**src/rtl/buck_seq_pkg.sv**
```systemverilog
// Shared types for the buck protection sequencer.
// Assumes: phase encoding is visible at the top-level port and stays fixed.
package buck_seq_pkg;
    typedef enum logic [2:0] {
        PH_OFF    = 3'd0,
        PH_LOCK   = 3'd1,
        PH_SOFT   = 3'd2,
        PH_RUN    = 3'd3,
        PH_HICCUP = 3'd4,
        PH_HOT    = 3'd5
    } seq_phase_e;
endpackage

```
**src/rtl/hyst_flag.sv**
```systemverilog
// Registered hysteresis flag: sets when the code reaches SET_AT and clears
// when the code drops below CLR_BELOW. Between the two levels it holds.
// Assumes: CLR_BELOW <= SET_AT and the code is already synchronous to clk.
module hyst_flag #(
    parameter int W         = 8,
    parameter int SET_AT    = 110,
    parameter int CLR_BELOW = 103
) (
    input  logic         clk,
    input  logic         rst_n,
    input  logic [W-1:0] code_i,
    output logic         flag_o
);
    localparam logic [W-1:0] SET_LVL = W'(SET_AT);
    localparam logic [W-1:0] CLR_LVL = W'(CLR_BELOW);

    // Update the flag at the edges of the hysteresis band, else hold it.
    always_ff @(posedge clk) begin
        if (!rst_n)                  flag_o <= 1'b0;
        else if (code_i >= SET_LVL)  flag_o <= 1'b1;
        else if (code_i <  CLR_LVL)  flag_o <= 1'b0;
    end

    // Inside the band the flag never changes.
    assert_band_hold_R4: assert property (@(posedge clk) disable iff (!rst_n)
        (code_i < SET_LVL && code_i >= CLR_LVL) |=> $stable(flag_o));
endmodule

```
**src/rtl/phase_timer.sv**
```systemverilog
// Phase duration counter shared by soft start and the hiccup hold.
// Restarts from zero when the sequencer changes phase and saturates.
// Assumes: both windows are at least one cycle long.
module phase_timer #(
    parameter int HOLD_CYC = 50000,
    parameter int SS_CYC   = 50000
) (
    input  logic clk,
    input  logic rst_n,
    input  logic restart_i,
    input  logic sel_hold_i,
    output logic expired_o
);
    localparam int MAX_CYC = (HOLD_CYC > SS_CYC) ? HOLD_CYC : SS_CYC;
    localparam int CW      = $clog2(MAX_CYC + 1);
    localparam logic [CW-1:0] HOLD_LAST = CW'(HOLD_CYC - 1);
    localparam logic [CW-1:0] SS_LAST   = CW'(SS_CYC - 1);
    localparam logic [CW-1:0] CNT_TOP   = CW'(MAX_CYC);

    logic [CW-1:0] cnt;

    // Count cycles spent in the current phase, clearing on each phase change.
    always_ff @(posedge clk) begin
        if (!rst_n || restart_i) cnt <= '0;
        else if (cnt != CNT_TOP) cnt <= cnt + 1'b1;
    end

    // Select the terminal count of the window in use.
    always_comb expired_o = (cnt == (sel_hold_i ? HOLD_LAST : SS_LAST));

    // A hold never counts past its last cycle.
    assert_hold_bound_R7: assert property (@(posedge clk) disable iff (!rst_n)
        (sel_hold_i && !restart_i) |-> (cnt <= HOLD_LAST));
endmodule

```
**src/rtl/seq_fsm.sv**
```systemverilog
// Ranked fault state machine for the buck power stage.
// Assumes: qualified supply and thermal flags arrive registered, enable and
// over-current are synchronous to clk, timer expiry refers to this phase.
module seq_fsm
    import buck_seq_pkg::*;
(
    input  logic       clk,
    input  logic       rst_n,
    input  logic       en_i,
    input  logic       vin_ok_i,
    input  logic       hot_i,
    input  logic       ocp_i,
    input  logic       expired_i,
    output seq_phase_e phase_o,
    output logic       restart_o,
    output logic       sel_hold_o
);
    seq_phase_e nxt;

    // Pick the next phase: ranked faults first, then the phase's own flow.
    always_comb begin
        nxt = phase_o;
        if (!en_i)          nxt = PH_OFF;
        else if (!vin_ok_i) nxt = PH_LOCK;
        else if (hot_i)     nxt = PH_HOT;
        else begin
            unique case (phase_o)
                PH_OFF, PH_LOCK, PH_HOT: nxt = PH_SOFT;
                PH_SOFT:   if (ocp_i) nxt = PH_HICCUP;
                           else if (expired_i) nxt = PH_RUN;
                PH_RUN:    if (ocp_i) nxt = PH_HICCUP;
                PH_HICCUP: if (expired_i) nxt = PH_SOFT;
                default:   nxt = PH_OFF;
            endcase
        end
    end

    // Hold the current phase register.
    always_ff @(posedge clk) begin
        if (!rst_n) phase_o <= PH_OFF;
        else        phase_o <= nxt;
    end

    // Tell the timer when a new phase begins and which window applies.
    always_comb begin
        restart_o  = (nxt != phase_o);
        sel_hold_o = (phase_o == PH_HICCUP);
    end

    assert_enable_off_R2: assert property (@(posedge clk) disable iff (!rst_n)
        !en_i |=> (phase_o == PH_OFF));

    assert_run_via_soft_R5: assert property (@(posedge clk) disable iff (!rst_n)
        (phase_o == PH_RUN && $past(phase_o) != PH_RUN) |-> ($past(phase_o) == PH_SOFT));

    assert_hiccup_exit_R7: assert property (@(posedge clk) disable iff (!rst_n)
        ($past(phase_o) == PH_HICCUP && phase_o != PH_HICCUP &&
         $past(en_i) && $past(vin_ok_i) && !$past(hot_i)) |-> (phase_o == PH_SOFT));

    assert_thermal_hold_R9: assert property (@(posedge clk) disable iff (!rst_n)
        (phase_o == PH_HOT && hot_i && en_i && vin_ok_i) |=> (phase_o == PH_HOT));

    assert_lockout_rank_R10: assert property (@(posedge clk) disable iff (!rst_n)
        (en_i && !vin_ok_i) |=> (phase_o == PH_LOCK));
endmodule

```
**src/rtl/buck_prot_seq.sv**
```systemverilog
// Top of the buck protection sequencer: qualifies supply and temperature
// with hysteresis, runs the ranked phase machine and decodes permissions.
// Assumes: all inputs are synchronous to clk; the codes rise with voltage
// and with temperature respectively.
module buck_prot_seq
    import buck_seq_pkg::*;
#(
    parameter int CLK_HZ    = 50_000_000,
    parameter int VIN_W     = 8,
    parameter int UV_RISE   = 110,
    parameter int UV_HYST   = 7,
    parameter int TEMP_W    = 8,
    parameter int OT_TRIP   = 150,
    parameter int OT_HYST   = 15,
    parameter int SS_CYCLES = 50000
) (
    input  logic              clk,
    input  logic              rst_n,
    input  logic              en_i,
    input  logic [VIN_W-1:0]  vin_code_i,
    input  logic [TEMP_W-1:0] tj_code_i,
    input  logic              ocp_i,
    output logic              hs_allow_o,
    output logic              ls_force_o,
    output logic              ss_req_o,
    output logic              run_ok_o,
    output logic [2:0]        phase_o
);
    localparam int HOLD_CYC  = (CLK_HZ / 1000 > 0) ? CLK_HZ / 1000 : 1;
    localparam int UV_CLR    = UV_RISE - UV_HYST;
    localparam int OT_SET    = OT_TRIP + 1;
    localparam int OT_CLR    = OT_TRIP - OT_HYST + 1;

    logic       vin_ok, hot, expired, restart, sel_hold;
    seq_phase_e phase;

    hyst_flag #(.W(VIN_W), .SET_AT(UV_RISE), .CLR_BELOW(UV_CLR)) u_uv_flag (
        .clk(clk), .rst_n(rst_n), .code_i(vin_code_i), .flag_o(vin_ok));

    hyst_flag #(.W(TEMP_W), .SET_AT(OT_SET), .CLR_BELOW(OT_CLR)) u_ot_flag (
        .clk(clk), .rst_n(rst_n), .code_i(tj_code_i), .flag_o(hot));

    phase_timer #(.HOLD_CYC(HOLD_CYC), .SS_CYC(SS_CYCLES)) u_timer (
        .clk(clk), .rst_n(rst_n), .restart_i(restart),
        .sel_hold_i(sel_hold), .expired_o(expired));

    seq_fsm u_fsm (
        .clk(clk), .rst_n(rst_n), .en_i(en_i), .vin_ok_i(vin_ok),
        .hot_i(hot), .ocp_i(ocp_i), .expired_i(expired),
        .phase_o(phase), .restart_o(restart), .sel_hold_o(sel_hold));

    // Decode the stage permissions from the phase alone.
    always_comb begin
        hs_allow_o = (phase == PH_SOFT) || (phase == PH_RUN);
        ls_force_o = (phase == PH_HICCUP);
        ss_req_o   = (phase == PH_SOFT);
        run_ok_o   = (phase == PH_RUN);
        phase_o    = phase;
    end

    assert_no_overlap_R11: assert property (@(posedge clk) disable iff (!rst_n)
        !(hs_allow_o && ls_force_o));

    assert_hiccup_drive_R6: assert property (@(posedge clk) disable iff (!rst_n)
        ((phase_o == 3'd3 || phase_o == 3'd2) && ocp_i && en_i && vin_ok && !hot)
        |=> (ls_force_o && !hs_allow_o));

    assert_thermal_off_R8: assert property (@(posedge clk) disable iff (!rst_n)
        (en_i && vin_ok && hot) |=> (!hs_allow_o && !ls_force_o));
endmodule

```
**config.mk**
```make
export PLATFORM = sky130hd
export DESIGN_NAME = buck_prot_seq
export DESIGN_NICKNAME = d
export VERILOG_FILES = /design/src/rtl/buck_seq_pkg.sv /design/src/rtl/hyst_flag.sv /design/src/rtl/phase_timer.sv /design/src/rtl/seq_fsm.sv /design/src/rtl/buck_prot_seq.sv
export SDC_FILE = /design/constraint.sdc
export NUM_CORES = 1
export LEC_CHECK = 0
export BUFFER_PORTS_ARGS = -buffer_cell sky130_fd_sc_hd__buf_4
export CAP_MARGIN = 40
export CORE_ASPECT_RATIO = 1.25
export CORE_MARGIN = 5
export CORE_UTILIZATION = 27
export DETAILED_ROUTE_END_ITERATION = 6
export PLACE_DENSITY = 0.47
export SETUP_SLACK_MARGIN = 0.5
export SLEW_MARGIN = 25
export SYNTH_ARGS = -nofsm -noshare
export SYNTH_HDL_FRONTEND = slang
export SYNTH_SLANG_ARGS = --single-unit
```
**constraint.sdc**
```tcl
create_clock -name clk -period 1.95 [get_ports clk]
set_input_delay 0 -clock clk [delete_from_list [all_inputs] [get_ports clk]]
set_output_delay 0 -clock clk [all_outputs]
set_load 0.05 [all_outputs]
```
==> flow_metrics.py <==
metrics = {
    "place": {
        "gp_congestion": 0.799,
        "pre_cts_ws_ns": 0.239,
        "io_buffers": 26,
        "dp.final_hpwl_mm": 2.07,
        "dp.cells": 220,
    },
    "timing": {
        "slew_viol_final": 0,
        "hold_viol_final": 0,
        "hold_ws_ns": 0.00860,
        "setup_viol": 0,
        "finalSetupTns_ns": 0,
        "fmax_mhz": 595,
        "setup_ws_ns": 0.268,
        "fin_crit_sh_pct": 86.2,
        "relSlewSlack_pct": 78.6,
        "tightest_slew_ns": 0.319,
        "fin_worst_skew_ns": 0.00199,
        "rsz0062_at_grt": "true",
        "fin_crit_ns": 1.68,
    },
    "layout": {
        "seqCellArea_um2": 448,
        "drive_gt1_share_pct": 36.3,
        "final_common_cell": "buf_4",
        "final_nets": 202,
        "stdcell_count": 235,
        "syn2layout_area_growth_pct": 46.4,
        "layout_common_cells": "34 x buf_4, 25 x nor2_1, 13 x dfxtp_1",
        "multiInputGateArea_um2": 753,
        "nFillCells": 427,
        "n_antenna_cell": 0,
    },
    "synthesis": {
        "ys_async_sr_fraction_pct": 0,
        "ys_ff_latch": 21,
        "yosys_warnings": 0,
        "ys.flop_type": "dfxtp_1",
        "postSynthAreaPerCell_um2": 8.13,
        "ys_seq_area_share_pct": 37.8,
        "synth_edf_count": 0,
        "synth_cells": 137,
        "synth_area_mm2": 0.00111,
        "syn_nets": 159,
        "ys_types": 32,
    },
    "clocking": {
        "path_clk_slew_ns": 0.07,
        "cts_tree": "done",
        "htreeDepth": 1,
        "cts_buffers": 3,
        "clock_path_buffers": 2,
        "root_buffer": "clkbuf_8",
        "insertion_delay_ns": 0.26,
        "clkSinkCount": 21,
    },
    "worst_setup_path": {
        "worstRegToRegCells": 6,
        "crit_required_ns": 2.14,
        "cp_top_family": "simple AND/OR/NAND/NOR gates",
        "crit_cells": 6,
        "crit_buf_inv": 1,
        "cp-endpoint": "u_timer.cnt[2]",
        "end_kind": "flop",
        "regToRegEndpoint": "u_timer.cnt[2]",
        "crit_path_start": "u_fsm.phase_o[1]",
        "start_kind": "flop",
        "crit_chain": "or3b_4 -> mux2_4 -> o2111ai_2 -> nand4_2 -> buf_6 -> a21oi_1",
        "reg2reg_from": "u_fsm.phase_o[1]",
        "regToRegSetupSlack_ns": 0.27,
        "worstPathMaxFanout": 15,
        "max_stage_delay_ns": 0.39,
        "slowest_stage": "or3b_4",
        "crit_arrival_ns": 1.87,
        "path_class": "reg -> reg",
    },
    "floorplanning": {
        "fp.dieH_um": 81.8,
        "die_w_um": 67.4,
        "die_area_mm2": 0.00552,
        "start_util_pct": 27.6,
        "row_count": 26,
        "core_mm2": 0.00403,
        "ios": 27,
    },
    "status": {
        "outcome": "finished, final reports clean",
    },
    "global_route": {
        "grt_pass1_vias": 1017,
        "grt_antenna_before_repair": 0,
        "grt_max_degree": 16,
        "grt_pass1_wl_mm": 4.36,
        "grt_remaining_overflow": 0,
        "grt_use_total_pct": 10.2,
    },
    "detailed_routing": {
        "vias": 1103,
        "drt_iter0_markers": 31,
        "dr.pass1.iters": 4,
        "avgViaCountPerCell": 4.69,
        "wl_per_cell_um": 12.3,
        "detail-route-antenna-nets": 0,
        "wirelength_mm": 2.90,
        "drc_errors": 0,
    },
    "min_path": {
        "hp-class": "in -> reg",
    },
    "flow_run": {
        "maxCapViolations": 0,
    },
    "power_and_ir_drop": {
        "ir_drop_mv": 0.230,
        "finalPower_mw": 0.859,
        "powerDensity_mw_per_mm2": 527,
        "leakage_nw": 0.606,
    },
}
==> worst reg2reg max path: cells and delay by family, from the launching register on <==
family          cells  cell delay, ns
compound gates      2            0.28
mux                 1            0.29
simple gates        2            0.49
flops               1            0.38
buf+inv             1            0.17
==> cell usage after synthesis, types with 3 or more instances <==
| master | number | area (um^2) |
|---|---|---|
| a21oi_1 | 6 | 30.0 |
| nand2_1 | 10 | 37.5 |
| xnor2_1 | 4 | 35.0 |
| o21ai_0 | 5 | 25.0 |
| nor3_1 | 6 | 30.0 |
| dfxtp_1 | 21 | 420 |
| nand4_1 | 3 | 18.8 |
| nor2b_1 | 4 | 25.0 |
| xor2_1 | 10 | 87.6 |
| nor2_1 | 26 | 97.6 |
| nand2b_1 | 5 | 31.3 |
| nand3_1 | 11 | 55.1 |
==> how the worst min path moves through the flow <==
stage               depth (start not counted)           from          endpoint  slack [ns]
floorplan                                   2           en_i  u_fsm.phase_o[0]        0.12
global placement                            2  vin_code_i[7]  u_uv_flag.flag_o        0.22
detailed placement                          2  vin_code_i[7]  u_uv_flag.flag_o        0.22
CTS                                         3           en_i  u_fsm.phase_o[0]       0.001
global route                                2          rst_n  u_uv_flag.flag_o       0.008
finish                                      3           en_i  u_fsm.phase_o[0]       0.009
==> state kept, by name, indices dropped and copies added (netlist names) <==
signal            cells
u_fsm.phase_o         3
u_timer.cnt          16
u_ot_flag.flag_o      1
u_uv_flag.flag_o      1
==> layer usage <==
metal	GRT usage [%]	vias to the layer above	share of wire, %
li1	-	560	-
met3	2.19	9	4.6
met5	0	-	0
met1	11.2	499	41
met2	19.4	35	52
met4	2.43	0	2.2
==> layout make-up <==
type                       count  share of cell area (%)
clock buffer                   4                    2.76
sequential                    21                    27.5
tap                           56                    4.30
multi-input combinational    113                    46.2
inverter                       2                   0.460
timing repair buffer          39                    18.8
==> report_power, final <==
group          total (mW)  internal (mW)  switching, mW
clock               0.281          0.145          0.135
sequential          0.445          0.431         0.0133
combinational       0.134         0.0705         0.0635
==> kinds of logic after synthesis <==
| logic type | after synthesis | synth area share (%) |
|---|---|---|
| AOI/OAI and AO/OA | 17 | 9.44 |
| xor gates and xnor gates | 14 | 11.0 |
| adders and majority gates | 2 | 2.25 |
| buffers and inverters | 3 | 1.69 |
| and+or+nand+nor | 78 | 36.0 |
| muxes | 2 | 1.91 |
| DFF | 21 | 37.8 |
==> per-stage QoR <==
stage | instance area (um^2) | utilization, %
detailed placement | 1410 | 34.9
floorplan | 1140 | -
global placement | 1410 | 34.9
finish | 1630 | 40.4
CTS | 1540 | 38.1
global route | 1630 | 40.4
==> timing repair <==
| action | in CTS | in global routing |
|---|---|---|
| buffers inserted | 0 | 7 |
| endpoints found under the setup margin | 18 | 19 |
| gates cloned | 0 | 0 |
| gates resized for setup | 12 | 14 |
| endpoints found under the hold margin | 2 | 0 |
| hold buffers | 4 | 0 |
| pin swaps | 3 | 4 |
Power figures use the tool's default switching activity.
